<file path="src/rtl/arb_pkg.sv">
package arb_pkg;

    // Registered state of the arbitration watcher
    typedef struct packed {
        logic lost;   // sticky arbitration-lost flag
        logic mst;    // master role
        logic trx;    // transmitter role
        logic hold;   // SDA held released for the rest of the byte
    } arb_state_t;

    localparam arb_state_t ARB_RESET = '{lost: 1'b0, mst: 1'b0, trx: 1'b0, hold: 1'b0};

endpackage

</file>
<file path="src/rtl/arb_sync.sv">
module arb_sync #(
    parameter int WIDTH  = 2,
    parameter int STAGES = 2
) (
    input  logic             clk,
    input  logic             rst_n,
    input  logic [WIDTH-1:0] din,
    output logic [WIDTH-1:0] dout
);
    logic [WIDTH-1:0] stg_d [STAGES];
    logic [WIDTH-1:0] stg_q [STAGES];

    for (genvar g = 0; g < STAGES; g++) begin : g_stage
        if (g == 0) begin : g_first
            always_comb stg_d[g] = din;
        end else begin : g_next
            always_comb stg_d[g] = stg_q[g-1];
        end

        // Idle bus level is high, so every stage resets to 1
        always_ff @(posedge clk or negedge rst_n) begin
            if (!rst_n) stg_q[g] <= '1;
            else        stg_q[g] <= stg_d[g];
        end
    end

    assign dout = stg_q[STAGES-1];

endmodule

</file>
<file path="src/rtl/arb_edge.sv">
module arb_edge (
    input  logic clk,
    input  logic rst_n,
    input  logic lvl,
    output logic rise
);
    logic prev_d, prev_q;

    always_comb begin
        prev_d = lvl;
        rise   = lvl & ~prev_q;
    end

    always_ff @(posedge clk or negedge rst_n) begin
        if (!rst_n) prev_q <= 1'b1;
        else        prev_q <= prev_d;
    end

endmodule

</file>
<file path="src/rtl/arb_core.sv">
module arb_core
    import arb_pkg::*;
(
    input  logic clk,
    input  logic rst_n,
    input  logic scl_rise,
    input  logic sda_bus,
    input  logic go_master,
    input  logic xfer_act,
    input  logic tx_sda,
    input  logic gen_scl,
    input  logic byte_end,
    input  logic buf_acc,
    input  logic ctl_wr,
    output logic sda_drv,
    output logic scl_drv,
    output logic arb_lost,
    output logic mode_mst,
    output logic mode_trx
);
    arb_state_t st_d, st_q;
    logic       cmp_en;
    logic       loss_evt;

    always_comb begin
        sda_drv  = (st_q.mst && st_q.trx && !st_q.hold) ? tx_sda : 1'b1;
        scl_drv  = (st_q.mst && !st_q.hold) ? gen_scl : 1'b1;
        cmp_en   = st_q.mst && st_q.trx && xfer_act;
        // Only a released bit can be overridden on a wired-AND bus
        loss_evt = scl_rise && cmp_en && sda_drv && !sda_bus;

        st_d = st_q;
        if (byte_end) st_d.hold = 1'b0;
        if (go_master && !st_q.hold) begin
            st_d.mst = 1'b1;
            st_d.trx = 1'b1;
        end
        if (buf_acc || ctl_wr) st_d.lost = 1'b0;
        if (loss_evt) begin
            st_d.lost = 1'b1;
            st_d.mst  = 1'b0;
            st_d.trx  = 1'b0;
            st_d.hold = 1'b1;
        end
    end

    always_ff @(posedge clk or negedge rst_n) begin
        if (!rst_n) st_q <= ARB_RESET;
        else        st_q <= st_d;
    end

    assign arb_lost = st_q.lost;
    assign mode_mst = st_q.mst;
    assign mode_trx = st_q.trx;

    // a new loss always leaves slave-receiver mode with SDA released
    a_r6_roles_drop: assert property (@(posedge clk) disable iff (!rst_n)
        $rose(st_q.lost) |-> (!mode_mst && !mode_trx && sda_drv));

    // clock output released once the loss is registered
    a_r7_scl_stop: assert property (@(posedge clk) disable iff (!rst_n)
        $rose(st_q.lost) |-> scl_drv);

    // a driven low bit at an edge never produces a loss
    a_r4_low_safe: assert property (@(posedge clk) disable iff (!rst_n)
        (scl_rise && !sda_drv) |=> !$rose(st_q.lost));

    // no loss outside master-transmitter with an active transfer
    a_r5_gated: assert property (@(posedge clk) disable iff (!rst_n)
        !(mode_mst && mode_trx && xfer_act) |=> !$rose(st_q.lost));

    // a request during hold does not restore master role
    a_r8_hold_blocks: assert property (@(posedge clk) disable iff (!rst_n)
        (st_q.hold && go_master && !loss_evt) |=> !mode_mst);

    // clear strobe without a simultaneous loss drops the flag
    a_r9_clear: assert property (@(posedge clk) disable iff (!rst_n)
        ((buf_acc || ctl_wr) && !loss_evt) |=> !arb_lost);

endmodule

</file>
<file path="src/rtl/i2c_arb_watch.sv">
module i2c_arb_watch #(
    parameter int SYNC_STAGES = 2
) (
    input  logic clk,
    input  logic rst_n,
    input  logic scl_in,
    input  logic sda_in,
    input  logic go_master,
    input  logic xfer_act,
    input  logic tx_sda,
    input  logic gen_scl,
    input  logic byte_end,
    input  logic buf_acc,
    input  logic ctl_wr,
    output logic sda_drv,
    output logic scl_drv,
    output logic arb_lost,
    output logic mode_mst,
    output logic mode_trx
);
    localparam int BUS_W = 2;

    logic [BUS_W-1:0] bus_raw, bus_syn;
    logic             scl_rise;

    assign bus_raw = {scl_in, sda_in};

    arb_sync #(.WIDTH(BUS_W), .STAGES(SYNC_STAGES)) u_sync (
        .clk  (clk),
        .rst_n(rst_n),
        .din  (bus_raw),
        .dout (bus_syn)
    );

    arb_edge u_edge (
        .clk  (clk),
        .rst_n(rst_n),
        .lvl  (bus_syn[1]),
        .rise (scl_rise)
    );

    arb_core u_core (
        .clk      (clk),
        .rst_n    (rst_n),
        .scl_rise (scl_rise),
        .sda_bus  (bus_syn[0]),
        .go_master(go_master),
        .xfer_act (xfer_act),
        .tx_sda   (tx_sda),
        .gen_scl  (gen_scl),
        .byte_end (byte_end),
        .buf_acc  (buf_acc),
        .ctl_wr   (ctl_wr),
        .sda_drv  (sda_drv),
        .scl_drv  (scl_drv),
        .arb_lost (arb_lost),
        .mode_mst (mode_mst),
        .mode_trx (mode_trx)
    );

endmodule

</file>
<file path="config.mk">
export PLATFORM = sky130hd
export DESIGN_NAME = i2c_arb_watch
export DESIGN_NICKNAME = d
export VERILOG_FILES = /design/src/rtl/arb_pkg.sv /design/src/rtl/arb_sync.sv /design/src/rtl/arb_edge.sv /design/src/rtl/arb_core.sv /design/src/rtl/i2c_arb_watch.sv
export SDC_FILE = /design/constraint.sdc
export NUM_CORES = 1
export LEC_CHECK = 0
export BUFFER_PORTS_ARGS = -buffer_cell sky130_fd_sc_hd__buf_4
export CORE_AREA = 5 5 42 44
export CTS_CLUSTER_SIZE = 40
export DETAILED_ROUTE_END_ITERATION = 7
export DIE_AREA = 0 0 47 49
export GPL_ROUTABILITY_DRIVEN = 0
export HOLD_SLACK_MARGIN = 0.03
export SETUP_SLACK_MARGIN = 0.2
export SLEW_MARGIN = 15
export SYNTH_ARGS = -nofsm -noshare
export SYNTH_HDL_FRONTEND = slang
export SYNTH_SLANG_ARGS = --single-unit
</file>
<file path="constraint.sdc">
create_clock -name clk -period 2.1 [get_ports clk]
set_input_delay 0.315 -clock clk [delete_from_list [all_inputs] [get_ports clk]]
set_output_delay 0.315 -clock clk [all_outputs]
set_load 0.01 [all_outputs]
</file>
==> results of run 1 <==
[worst max-delay path by stage]
| stage | startpoint | to | cells past startpoint |
|---|---|---|---|
| 2_1_floorplan | u_core.mode_mst | u_core.mode_mst | 2 |
| 3_3_place_gp | tx_sda | sda_drv | 4 |
| 3_5_place_dp | tx_sda | sda_drv | 4 |
| 4_1_cts | u_core.st_q[0] | scl_drv | 3 |
| 5_1_grt | u_core.st_q[0] | scl_drv | 3 |
| 6_report | u_core.st_q[0] | scl_drv | 3 |
[power by group]
group | internal (mW) | switching [mW] | total, mW | leakage (nW)
combinational | 0.0245 | 0.0143 | 0.0387 | 0.0987
sequential | 0.165 | 0.00405 | 0.169 | 0.0893
clock | 0.0724 | 0.0475 | 0.120 | 0.0150
total | 0.262 | 0.0658 | 0.328 | 0.203
[sequential cells by signal (all words and copies together) (netlist names)]
signal           flops
u_core.arb_lost      1
u_core.mode_mst      1
u_core.st_q          1
u_edge.prev_q        1
u_sync.dout          2
u_sync.stg_d         2
[area by class of cell]
cell class	instances	area [um^2]
Clock buffer	4	26.28
Fill cell	158	955.9
Inverter	2	7.507
Multi-Input combinational cell	10	62.56
Sequential cell	8	206.4
Tap cell	16	20.02
Timing Repair Buffer	16	122.6
[cells in the final DEF (no fill, tap or decap)]
| cell type | n |
|---|---|
| nand2_1 | 2 |
| clkbuf_1 | 1 |
| nor2_1 | 2 |
| o32ai_1 | 1 |
| inv_1 | 2 |
| o22ai_1 | 1 |
| nand4bb_1 | 1 |
| o22a_1 | 1 |
| o21ai_1 | 1 |
| and2b_1 | 1 |
| clkbuf_4 | 3 |
| buf_4 | 15 |
| dlygate4sd3_1 | 1 |
| dfrtp_1 | 3 |
| dfstp_2 | 5 |
[metal layers]
layer,wire (um),share of wire (%),global-route usage [%],vias up
li1,-,-,-,108
met1,223,40,5.909,93
met2,204,37,5.204,16
met3,130,23,2.952,0
met4,0,0,4.147,0
met5,0,0,0,-
[cells by family (layout without fill, tap and decap cells)]
logic type | count (synthesis) | in the layout | share of synthesized area, %
flops | 8 | 8 | 72.69
simple gates | 6 | 6 | 11.90
buf+inv | 3 | 22 | 5.288
compound gates | 4 | 4 | 10.13
[worst max-delay path: stages (launching register included)]
cell,delay (ns)
dfrtp_1,0.41
nor2_1,0.11
nand2_1,0.05
buf_4,0.14
==> impl_metrics.env, run 1 <==
export IMPL_dieArea_mm2=0.002303
export IMPL_hp_class="in -> reg"
export IMPL_setup_viol=0
export IMPL_endpoint_kind="output port"
export IMPL_outcome="completed"
export IMPL_fin_util_pct=31.79
export IMPL_htreeDepth=1
export IMPL_worstSetupPathType="reg -> out"
export IMPL_start_util_pct=20.27
export IMPL_coreArea_mm2=0.001401
export IMPL_synth_top_area_cell="dfstp_2"
export IMPL_worst_setup_path_start_kind="register"
export IMPL_cts_tree="done"
export IMPL_clk_pin_slew_ns=0.06
export IMPL_io_buffers=15
export IMPL_place_hpwl_um=451.3
export IMPL_vdd_drop_max_mv=0.3020
export IMPL_arrival_ns=0.97
export IMPL_ctsLongestPathBuffers=2
export IMPL_min_to="u_sync.stg_d[1]"
export IMPL_drt_iter0_drc=0
export IMPL_worstHoldStart="scl_in"
export IMPL_synthCells=21
export IMPL_yosys_warnings=0
export IMPL_drv_cap=0
export IMPL_total_power_uw=327.8
export IMPL_relSlewSlack_pct=85.10
export IMPL_holdPathStages=1
export IMPL_cts_root_buf="clkbuf_4"
export IMPL_post_route_period_util_pct=61.28
export IMPL_critical_path_max_fanout=5
export IMPL_synth_cell_types=12
export IMPL_viasPerCell=3.875
export IMPL_die_h_um=49
export IMPL_dpl_cell_count=51
export IMPL_routedWlPerCell_um=9.946
export IMPL_grt_max_degree=9
export IMPL_antenna_cells=0
export IMPL_synth_seq_cells=8
export IMPL_fin_nets=52
export IMPL_r2r_start="u_core.mode_mst"
export IMPL_grt_util_all_layers_pct=4.698
export IMPL_drc=0
export IMPL_route_antenna_remaining_nets=0
export IMPL_drt_pass1_iter_count=1
export IMPL_grt_pass1_vias=195
export IMPL_syn_cell_area_um2=284.0
export IMPL_fp_dieW_um=47
export IMPL_post_route_min_period_ns=1.287
export IMPL_synth_common_cells="5 x dfstp_2, 3 x dfrtp_1, 2 x inv_1, 2 x nand2_1, 2 x nor2_1"
export IMPL_fin_area_um2=445.4
export IMPL_cts_sinks=8
export IMPL_cts_hold_buf=1
export IMPL_via_count=217
export IMPL_syn_area_per_cell_um2=13.52
export IMPL_grt_pass1_wl_um=738
export IMPL_area_growth_pct=56.83
export IMPL_p_leak_nw=0.2030
export IMPL_rr_worst_depth=2
export IMPL_pre_cts_slack_ns=1.072
export IMPL_synthArstFlopShare_pct=100.0
export IMPL_slew_viol_final=0
export IMPL_fmax_ghz=0.7770
export IMPL_antenna_found_initial=0
export IMPL_rrSetupSlack_ns=1.15
export IMPL_drive_above_1_share_pct=57.50
export IMPL_finalWirelength_um=557
export IMPL_power_density_mw_per_mm2=736.0
export IMPL_rows=14
export IMPL_cts_buffers_inserted=3
export IMPL_postPlaceCellArea_um2=409.1
export IMPL_synth_most_common_cell="dfstp_2"
export IMPL_cts_setup_buffers=0
export IMPL_fin_setup_tns_ns=0
export IMPL_rsz0062_at_grt="no"
export IMPL_tightest_slew_ns=0.2228
export IMPL_synth_area_leaders="dfstp_2 46%, dfrtp_1 26%, nand4bb_1 4.0%"
export IMPL_synth_edf_count=0
export IMPL_synth_top_cell_area_share_pct=46.26
export IMPL_final_hold_viol_count=0
export IMPL_setup_ws_ns=0.8131
export IMPL_holdWs_ns=0.1695
export IMPL_ctsResizeCount=0
export IMPL_instances_no_fill=56
export IMPL_synth_fp_nets=32
export IMPL_clock_latency_ns=0.25
export IMPL_grt_overflow=0
export IMPL_finClkSkew_ns=0.009331
export IMPL_seq_area_frac_synth_pct=72.69
export IMPL_io_pins=16
export IMPL_required_ns=1.78
export IMPL_r2r_end="u_core.mode_mst"
export IMPL_synth_top_flop_cell="dfstp_2"
(Power assumes the default switching activity.)
==> inputs of run 2 (changes only) <==
- ABC_AREA: unset -> 1
- clock period: 2.1 -> 1.3 ns (I/O delays scaled with it)
==> impl_metrics.env, run 2 <==
export IMPL_p_leak_nw=0.2480
export IMPL_final_hold_viol_count=0
export IMPL_synth_cell_types=10
export IMPL_synth_compound_area_share_pct=3.478
export IMPL_fin_area_um2=489.2
export IMPL_fin_nets=61
export IMPL_viasPerCell=3.908
export IMPL_worst_setup_path_start_kind="register"
export IMPL_start_util_pct=20.54
export IMPL_pwr_share_seq_pct=49.2
export IMPL_endpoint_kind="output port"
export IMPL_place_hpwl_um=435.2
export IMPL_synth_top_area_cell="dfstp_2"
export IMPL_fmax_ghz=0.8858
export IMPL_clock_latency_ns=0.26
export IMPL_synthCells=25
export IMPL_synth_fp_nets=36
export IMPL_io_buffers=15
export IMPL_syn_cell_area_um2=287.8
export IMPL_rows=14
export IMPL_finalWirelength_um=596
export IMPL_synth_common_cells="5 x dfstp_2, 5 x nand2_1, 3 x dfrtp_1, 3 x inv_1"
export IMPL_yosys_area_share_simple_pct=18.26
export IMPL_dieArea_mm2=0.002303
export IMPL_synth_edf_count=0
export IMPL_drc=0
export IMPL_hp_class="in -> reg"
export IMPL_via_count=254
export IMPL_final_common_cell="buf_4"
export IMPL_power_frac_comb_pct=14.3
export IMPL_p_int_uw=435.8
export IMPL_drive_above_1_share_pct=59.18
export IMPL_area_growth_pct=70.00
export IMPL_cts_buffers_inserted=3
export IMPL_grt_util_all_layers_pct=5.891
export IMPL_p_clk_share_pct=36.5
export IMPL_synth_area_leaders="dfstp_2 46%, dfrtp_1 26%, nand2_1 6.5%"
export IMPL_coreArea_mm2=0.001401
export IMPL_antenna_found_initial=0
export IMPL_final_cell_mix="19 x buf_4, 5 x nand2_1, 5 x dfstp_2"
export IMPL_yosys_warnings=0
export IMPL_critical_path_max_fanout=3
export IMPL_fp_dieW_um=47
export IMPL_synth_seq_cells=8
export IMPL_syn_area_per_cell_um2=11.51
export IMPL_nFillCells=169
export IMPL_power_switching_share_pct=21.35
export IMPL_post_route_min_period_ns=1.129
export IMPL_finClkSkew_ns=0.01383
export IMPL_grt_pass1_vias=225
export IMPL_drt_pass1_iter_count=2
export IMPL_setup_ws_ns=0.1711
export IMPL_htreeDepth=1
export IMPL_worstSetupPathType="reg -> out"
export IMPL_post_route_period_util_pct=86.84
export IMPL_drv_cap=0
export IMPL_relSlewSlack_pct=90.16
export IMPL_synthMuxAreaShare_pct=0
export IMPL_grt_overflow=0
export IMPL_postPlaceCellArea_um2=412.9
export IMPL_die_h_um=49
export IMPL_antenna_cells=0
export IMPL_synth_fa_ha_area_share_pct=0
export IMPL_cts_root_buf="clkbuf_4"
export IMPL_slew_viol_final=0
export IMPL_synth_top_family_by_area="simple AND/OR/NAND/NOR gates"
export IMPL_power_density_mw_per_mm2=1133
export IMPL_drt_iter0_drc=2
export IMPL_cts_sinks=8
export IMPL_tightest_slew_ns=0.1476
export IMPL_grt_pass1_wl_um=883
export IMPL_ctsLongestPathBuffers=2
export IMPL_arrival_ns=0.93
export IMPL_routedWlPerCell_um=9.169
export IMPL_outcome="completed"
export IMPL_rsz0062_at_grt="yes"
export IMPL_synthArstFlopShare_pct=100.0
export IMPL_synthXorXnorAreaFrac_pct=0
export IMPL_io_pins=16
export IMPL_synth_top_cell_area_share_pct=45.65
export IMPL_grt_max_degree=9
export IMPL_synth_top_flop_cell="dfstp_2"
export IMPL_pre_cts_slack_ns=0.3558
export IMPL_vdd_drop_max_mv=0.6224
export IMPL_route_antenna_remaining_nets=0
export IMPL_setup_viol=0
export IMPL_cts_tree="done"
export IMPL_fin_setup_tns_ns=0
export IMPL_net_switching_power_uw=118.3
export IMPL_seq_area_frac_synth_pct=71.74
export IMPL_required_ns=1.11
export IMPL_clk_pin_slew_ns=0.06
[run 2: changes by cell type in the layout (fill, tap and decap cells not counted), moves of 2 or more]
cell	change
nand3b_1	+2
nand2_1	+3
a21oi_1	+2
buf_4	+4
[run 2: path summary, 6_finish.rpt]
| check | startpoint | to | slack (ns) | cells past startpoint |
|---|---|---|---|---|
| max reg2reg | u_core.st_q[0] | u_core.st_q[0] | 0.27 | 6 |
| min reg2reg | u_sync.dout[1] | u_edge.prev_q | 0.35 | 0 |
| max in group asynchronous | rst_n | u_sync.dout[1] | 0.80 | 2 |
| min in group asynchronous | rst_n | u_core.arb_lost | 0.28 | 2 |
| max | u_core.st_q[0] | sda_drv | 0.17 | 3 |
| min | sda_in | u_sync.stg_d[0] | 0.06 | 1 |
[run 2: per-layer routing]
metal	part of all wire, %	global-route usage (%)
met4	0	5.530
met5	0	0
met3	19	4.797
met2	45	7.466
met1	35	5.631
[run 2: repair_timing]
action                                  in CTS  in global routing
hold endpoints to repair                     8                  1
endpoints found under the setup margin       2                  2
buffers inserted                             3                  1
pin swaps                                    1                  1
resized for setup                            1                  0
hold buffers                                 1                  1
[run 2: metrics by stage]
step / cells / utilization, % / power, mW / hold slack (ns)
3_5_place_dp: 55 / 29.46 / 0.3391 / 0.01554
3_3_place_gp: 55 / 29.46 / 0.3381 / 0.01486
5_1_grt: 65 / 34.91 / 0.6011 / 0.03165
4_1_cts: 63 / 33.66 / 0.5610 / 0.04412
6_report: 65 / 34.91 / 0.5540 / 0.05739
2_1_floorplan: 25 / - / 0.2964 / -0.1006
[run 2: kinds of logic (layout without fill, tap and decap cells)]
group | after synthesis | after routing
AO/OA/AOI/OAI | 2 | 2
AND/OR/NAND/NOR | 11 | 11
buffers and inverters | 4 | 28
flip-flops | 8 | 8
[run 2: layout make-up]
| class | instances | area, um^2 | share of cell area [%] |
|---|---|---|---|
| clock buffer | 4 | 26.28 | 5.371 |
| inverter | 3 | 11.26 | 2.302 |
| tap | 16 | 20.02 | 4.092 |
| sequential | 8 | 206.4 | 42.20 |
| timing repair buffer | 21 | 162.7 | 33.25 |
| multi-input combinational | 13 | 62.56 | 12.79 |
[run 2: worst max-delay path, stage by stage (launching register included)]
cell      delay (ns)
dfrtp_1         0.37
inv_2           0.06
nand3b_1        0.09
buf_4           0.16
[run 2: power groups by stage]
stage | Combinational, mW | Clock, mW | Sequential (mW)
floorplan | 0.0194 | 0 | 0.277
global placement | 0.0618 | 0 | 0.276
detailed placement | 0.0626 | 0 | 0.277
CTS | 0.0741 | 0.214 | 0.273
global route | 0.0866 | 0.241 | 0.273
finish | 0.0794 | 0.202 | 0.273
